===== src/rtl/rdwr_pkg.sv =====
package rdwr_pkg;

  typedef enum logic [1:0] {
    ST_IDLE  = 2'd0,
    ST_READ  = 2'd1,
    ST_WRITE = 2'd2
  } seqState_t;

  // Strobes from the control FSM to the datapath registers.
  typedef struct packed {
    logic launch;     // start accepted in idle
    logic readDone;   // read accepted by slave this edge
    logic writeDone;  // write accepted by slave this edge
  } seqStrobe_t;

endpackage


===== src/rtl/rdwr_ctrl.sv =====
module rdwr_ctrl
  import rdwr_pkg::*;
(
  input  logic       clk,
  input  logic       rstN,
  input  logic       startPulse,
  input  logic       busWait,
  output seqStrobe_t strobes
);

  seqState_t state, stateNext;

  always_comb begin
    strobes.launch    = (state == ST_IDLE)  && startPulse;
    strobes.readDone  = (state == ST_READ)  && !busWait;
    strobes.writeDone = (state == ST_WRITE) && !busWait;
  end

  always_comb begin
    stateNext = state;
    unique case (state)
      ST_IDLE:  if (strobes.launch)    stateNext = ST_READ;
      ST_READ:  if (strobes.readDone)  stateNext = ST_WRITE;
      ST_WRITE: if (strobes.writeDone) stateNext = ST_IDLE;
      default:                         stateNext = ST_IDLE;
    endcase
  end

  always_ff @(posedge clk or negedge rstN) begin
    if (!rstN) state <= ST_IDLE;
    else       state <= stateNext;
  end

endmodule


===== src/rtl/rdwr_dpath.sv =====
module rdwr_dpath
  import rdwr_pkg::*;
#(
  parameter int ADDR_W = 16,
  parameter int DATA_W = 32
) (
  input  logic              clk,
  input  logic              rstN,
  input  seqStrobe_t        strobes,
  input  logic [ADDR_W-1:0] targetAddr,
  input  logic [DATA_W-1:0] writeValue,
  input  logic [DATA_W-1:0] busReadData,
  output logic [ADDR_W-1:0] busAddr,
  output logic              busReadN,
  output logic              busWriteN,
  output logic [DATA_W-1:0] busWriteData,
  output logic [DATA_W-1:0] capturedValue,
  output logic              donePulse
);

  // Address and write data: loaded only at launch, held otherwise.
  always_ff @(posedge clk or negedge rstN) begin
    if (!rstN) begin
      busAddr      <= '0;
      busWriteData <= '0;
    end else if (strobes.launch) begin
      busAddr      <= targetAddr;
      busWriteData <= writeValue;
    end
  end

  // Strobes and completion marker, all registered.
  always_ff @(posedge clk or negedge rstN) begin
    if (!rstN) begin
      busReadN  <= 1'b1;
      busWriteN <= 1'b1;
      donePulse <= 1'b0;
    end else begin
      donePulse <= strobes.writeDone;
      if (strobes.launch)   busReadN  <= 1'b0;
      if (strobes.readDone) begin
        busReadN  <= 1'b1;
        busWriteN <= 1'b0;
      end
      if (strobes.writeDone) busWriteN <= 1'b1;
    end
  end

  always_ff @(posedge clk or negedge rstN) begin
    if (!rstN)                 capturedValue <= '0;
    else if (strobes.readDone) capturedValue <= busReadData;
  end

endmodule


===== src/rtl/rdwr_seq_master.sv =====
module rdwr_seq_master
  import rdwr_pkg::*;
#(
  parameter int ADDR_W = 16,
  parameter int DATA_W = 32
) (
  input  logic              clk,
  input  logic              rstN,
  input  logic              startPulse,
  input  logic [ADDR_W-1:0] targetAddr,
  input  logic [DATA_W-1:0] writeValue,
  input  logic [DATA_W-1:0] busReadData,
  input  logic              busWait,
  output logic [ADDR_W-1:0] busAddr,
  output logic              busReadN,
  output logic              busWriteN,
  output logic [DATA_W-1:0] busWriteData,
  output logic [DATA_W-1:0] capturedValue,
  output logic              donePulse
);

  seqStrobe_t strobes;

  rdwr_ctrl u_ctrl (
    .clk        (clk),
    .rstN       (rstN),
    .startPulse (startPulse),
    .busWait    (busWait),
    .strobes    (strobes)
  );

  rdwr_dpath #(.ADDR_W(ADDR_W), .DATA_W(DATA_W)) u_dpath (
    .clk           (clk),
    .rstN          (rstN),
    .strobes       (strobes),
    .targetAddr    (targetAddr),
    .writeValue    (writeValue),
    .busReadData   (busReadData),
    .busAddr       (busAddr),
    .busReadN      (busReadN),
    .busWriteN     (busWriteN),
    .busWriteData  (busWriteData),
    .capturedValue (capturedValue),
    .donePulse     (donePulse)
  );

endmodule


===== config.mk =====
export PLATFORM = sky130hd
export DESIGN_NAME = rdwr_seq_master
export DESIGN_NICKNAME = d
export VERILOG_FILES = /design/src/rtl/rdwr_pkg.sv /design/src/rtl/rdwr_ctrl.sv /design/src/rtl/rdwr_dpath.sv /design/src/rtl/rdwr_seq_master.sv
export SDC_FILE = /design/constraint.sdc
export NUM_CORES = 1
export LEC_CHECK = 0
export BUFFER_PORTS_ARGS = -buffer_cell sky130_fd_sc_hd__clkbuf_2
export CELL_PAD_IN_SITES_DETAIL_PLACEMENT = 0
export CELL_PAD_IN_SITES_GLOBAL_PLACEMENT = 1
export CORE_MARGIN = 5
export CORE_UTILIZATION = 39
export CTS_CLUSTER_DIAMETER = 60
export CTS_CLUSTER_SIZE = 40
export DETAILED_ROUTE_END_ITERATION = 8
export PLACE_DENSITY_LB_ADDON = 0.2
export REMOVE_ABC_BUFFERS = 1
export SYNTH_ARGS = -nofsm -noshare
export SYNTH_HDL_FRONTEND = slang
export SYNTH_SLANG_ARGS = --single-unit

===== constraint.sdc =====
create_clock -name clk -period 2.7 [get_ports clk]
set_clock_uncertainty 0.2 [all_clocks]
set_input_delay 0.405 -clock clk [delete_from_list [all_inputs] [get_ports clk]]
set_output_delay 0.405 -clock clk [all_outputs]
set_load 0.02 [all_outputs]

==> results.py <==
metrics = {
    "timing": {
        "max_freq_ghz": 0.501,
        "finalHoldViolCount": 0,
        "grt_setup_unrepaired": "false",
        "setup_viol": 0,
        "fin_crit_sh_pct": 73.9,
        "worst_slew_pin_slew_ps": 544,
        "slew_headroom_pct": 63.7,
        "hold_slack_ps": 97.5,
        "min_period_ps": 1990,
        "tns_ps": 0,
        "report.final.slew_viol_count": 0,
    },
    "worst_setup_path": {
        "startpoint_type": "register",
        "timing.rr.start": "u_ctrl.state[1]$_DFFE_PN0P_",
        "cp.arrival_ps": 2010,
        "crit_required_ps": 2710,
        "worstSetupEndpointType": "register",
        "crit_path_max_fanout": 23,
        "r2r_slack_ps": 710,
        "worstSetupPathType": "register to register",
        "ff2ff_path_depth": 4,
        "r2r-end": "u_dpath.busWriteData[17]$_DFFE_PN0P_",
    },
    "placed_design": {
        "place_congestion": 0.710,
        "hpwl_um": 5490,
        "io_buffers": 166,
        "placed_cells": 459,
        "dpl_cell_area_um2": 4360,
    },
    "floorplan": {
        "die_w_um": 103,
        "core-area_um2": 8590,
        "fp-row-count": 34,
        "die_area_um2": 10700,
        "start_util_pct": 39.4,
        "die_h_um": 103,
        "ios": 167,
    },
    "cts": {
        "cts_root_buf": "clkbuf_8",
        "postCtsHoldBufs": 1,
        "clock_sink_count": 85,
        "path_clk_slew_ps": 80,
        "numCtsBuffers": 9,
        "cts-htree-levels": 3,
        "clk_latency_ps": 330,
        "post_cts_buffers": 0,
        "ctsLongestPathBuffers": 2,
        "cts-resized-gates": 0,
        "cts_tree": "yes",
    },
    "finish": {
        "final.fill_count": 781,
        "multiInputGateArea_um2": 1170,
        "antenna_cells": 0,
        "stdcell_count": 476,
        "final_util_pct": 52.7,
        "syn2layout_area_growth_pct": 33.5,
        "final_nets": 447,
        "drive_above_1_share_pct": 72.8,
        "design_area_um2": 4520,
        "area.sequential_um2": 2130,
    },
    "global_route": {
        "grt_start_max_net_pins": 45,
        "grt_pass1_vias": 2339,
        "grt_overflow": 0,
        "antenna_found_initial": 0,
        "grt_pass1_wl_um": 11200,
        "grtUsageTotal_pct": 13.6,
    },
    "hold_path": {
        "hold_class": "primary input to register",
        "hold_path.startpoint": "busReadData[28]",
        "min_delay_path_depth": 2,
        "whs_endpoint": "u_dpath.capturedValue[28]$_DFFE_PN0P_",
    },
    "synth": {
        "synth_async_sr_flop_share_pct": 100,
        "synth_top_area_cell": "dfrtp_1",
        "avgSynthCellArea_um2": 17.8,
        "synth-edff-count": 0,
        "netlist_top_cells_count": "dfrtp_1 (83), mux2_4 (49), mux2_2 (31)",
        "ys_seq_area_share_pct": 62.8,
        "ys_seq_elements": 85,
        "yosys_most_used_dff": "dfrtp_1",
        "synth_top_area_share_pct": 61.3,
        "ys_types": 17,
        "yosysMostFrequentCell": "dfrtp_1",
        "netlist_area_um2": 3390,
        "synth-warning-count": 0,
        "netlist_instances": 190,
        "synthTopCellsByArea": "dfrtp_1 (61%), mux2_4 (22%), mux2_2 (10%)",
    },
    "detailed_routing": {
        "via_count": 2164,
        "viasPerCell": 4.55,
        "wl_per_cell_um": 15.4,
        "drt_iter0_drc": 16,
        "ant_nets": 0,
        "dr.pass1.iters": 4,
        "drc_errors": 0,
        "drt-total-wl_um": 7320,
    },
    "power_and_ir_drop": {
        "power_density_nw_per_um2": 1220,
        "p_leak_uw": 0.00232,
        "vdd_ir_drop_max_mv": 0.643,
    },
    "job": {
        "drv_cap": 0,
    },
    "status": {
        "status": "finished clean",
    },
}
## worst max-delay path, stage by stage (launching register included)
cell and delay [ps]:
dfrtp_1 440, nand2b_1 220, nor2_4 410, buf_12 260, mux2_2 350
## cell type report
class                   instances  area share (%)
clock inverters                 5           0.608
well taps                     108            2.99
inverters                       1          0.0830
clock buffers                  11            2.90
flip-flops and latches         85            47.1
repair buffers                171            20.4
multi-input cells              95            25.9
## how the worst max path moves through the flow
| stage | start | to | slack (ps) | cells past startpoint |
|---|---|---|---|---|
| 2_1_floorplan | u_ctrl.state[1]$_DFFE_PN0P_ | u_dpath.busAddr[0]$_DFFE_PN0P_ | -180 | 3 |
| 3_3_place_gp | u_ctrl.state[1]$_DFFE_PN0P_ | u_dpath.busWriteData[17]$_DFFE_PN0P_ | 740 | 4 |
| 3_5_place_dp | u_ctrl.state[1]$_DFFE_PN0P_ | u_dpath.busWriteData[27]$_DFFE_PN0P_ | 700 | 4 |
| 4_1_cts | u_ctrl.state[1]$_DFFE_PN0P_ | u_dpath.busWriteData[10]$_DFFE_PN0P_ | 670 | 4 |
| 5_1_grt | u_ctrl.state[1]$_DFFE_PN0P_ | u_dpath.busWriteData[22]$_DFFE_PN0P_ | 560 | 4 |
| 6_report | u_ctrl.state[1]$_DFFE_PN0P_ | u_dpath.busWriteData[17]$_DFFE_PN0P_ | 710 | 4 |
## state kept, by name, summed over array words and instances (netlist names)
name                   flops
u_dpath.busWriteData      32
u_dpath.capturedValue     32
u_dpath.busAddr           16
u_ctrl.state               2
u_dpath.busReadN           1
u_dpath.busWriteN          1
u_dpath.donePulse          1
## per-stage QoR
stage / total power [uW] / worst slack (ps)
2_1_floorplan: 3890 / -177
3_3_place_gp: 4770 / 742
3_5_place_dp: 4810 / 699
4_1_cts: 5600 / 672
5_1_grt: 5840 / 558
6_report: 5500 / 706
## power by group
| part | internal, uW | total (uW) | switching [uW] | leakage [uW] |
|---|---|---|---|---|
| sequential | 1890 | 2230 | 339 | 0.000995 |
| clock | 329 | 756 | 427 | 0.0000829 |
| combinational | 1180 | 2520 | 1340 | 0.00124 |
| total | 3400 | 5500 | 2100 | 0.00232 |
## cells in the final DEF, fill, tap and decap left out, types with 2 or more instances in the layout
| master | netlist | routed |
|---|---|---|
| nor2_1 | 4 | 4 |
| clkbuf_8 | 0 | 9 |
| buf_12 | 0 | 4 |
| clkbuf_2 | 0 | 165 |
| clkinv_2 | 0 | 4 |
| o21ai_0 | 2 | 2 |
| dfrtp_1 | 83 | 83 |
| a21oi_1 | 2 | 2 |
| mux2_4 | 49 | 49 |
| dfstp_2 | 2 | 2 |
| clkbuf_1 | 0 | 2 |
| mux2_2 | 31 | 31 |
## kinds of logic (layout without fill, tap and decap cells)
kind of cell / Yosys count / after routing / share of synthesized area (%)
AO/OA/AOI/OAI: 5 / 5 / 0.812
buffers and inverters: 10 / 188 / 2.73
flip-flops: 85 / 85 / 62.8
multiplexers: 81 / 81 / 32.3
AND/OR/NAND/NOR: 9 / 9 / 1.33
## per-layer routing
layer	GRT usage, %	wire, um	up-vias
met5	0	0	-
met4	6.37	153	0
met3	5.16	921	13
met2	19.4	3050	125
met1	18.2	3190	1022
li1	-	-	1004
(Power assumes the default switching activity.)
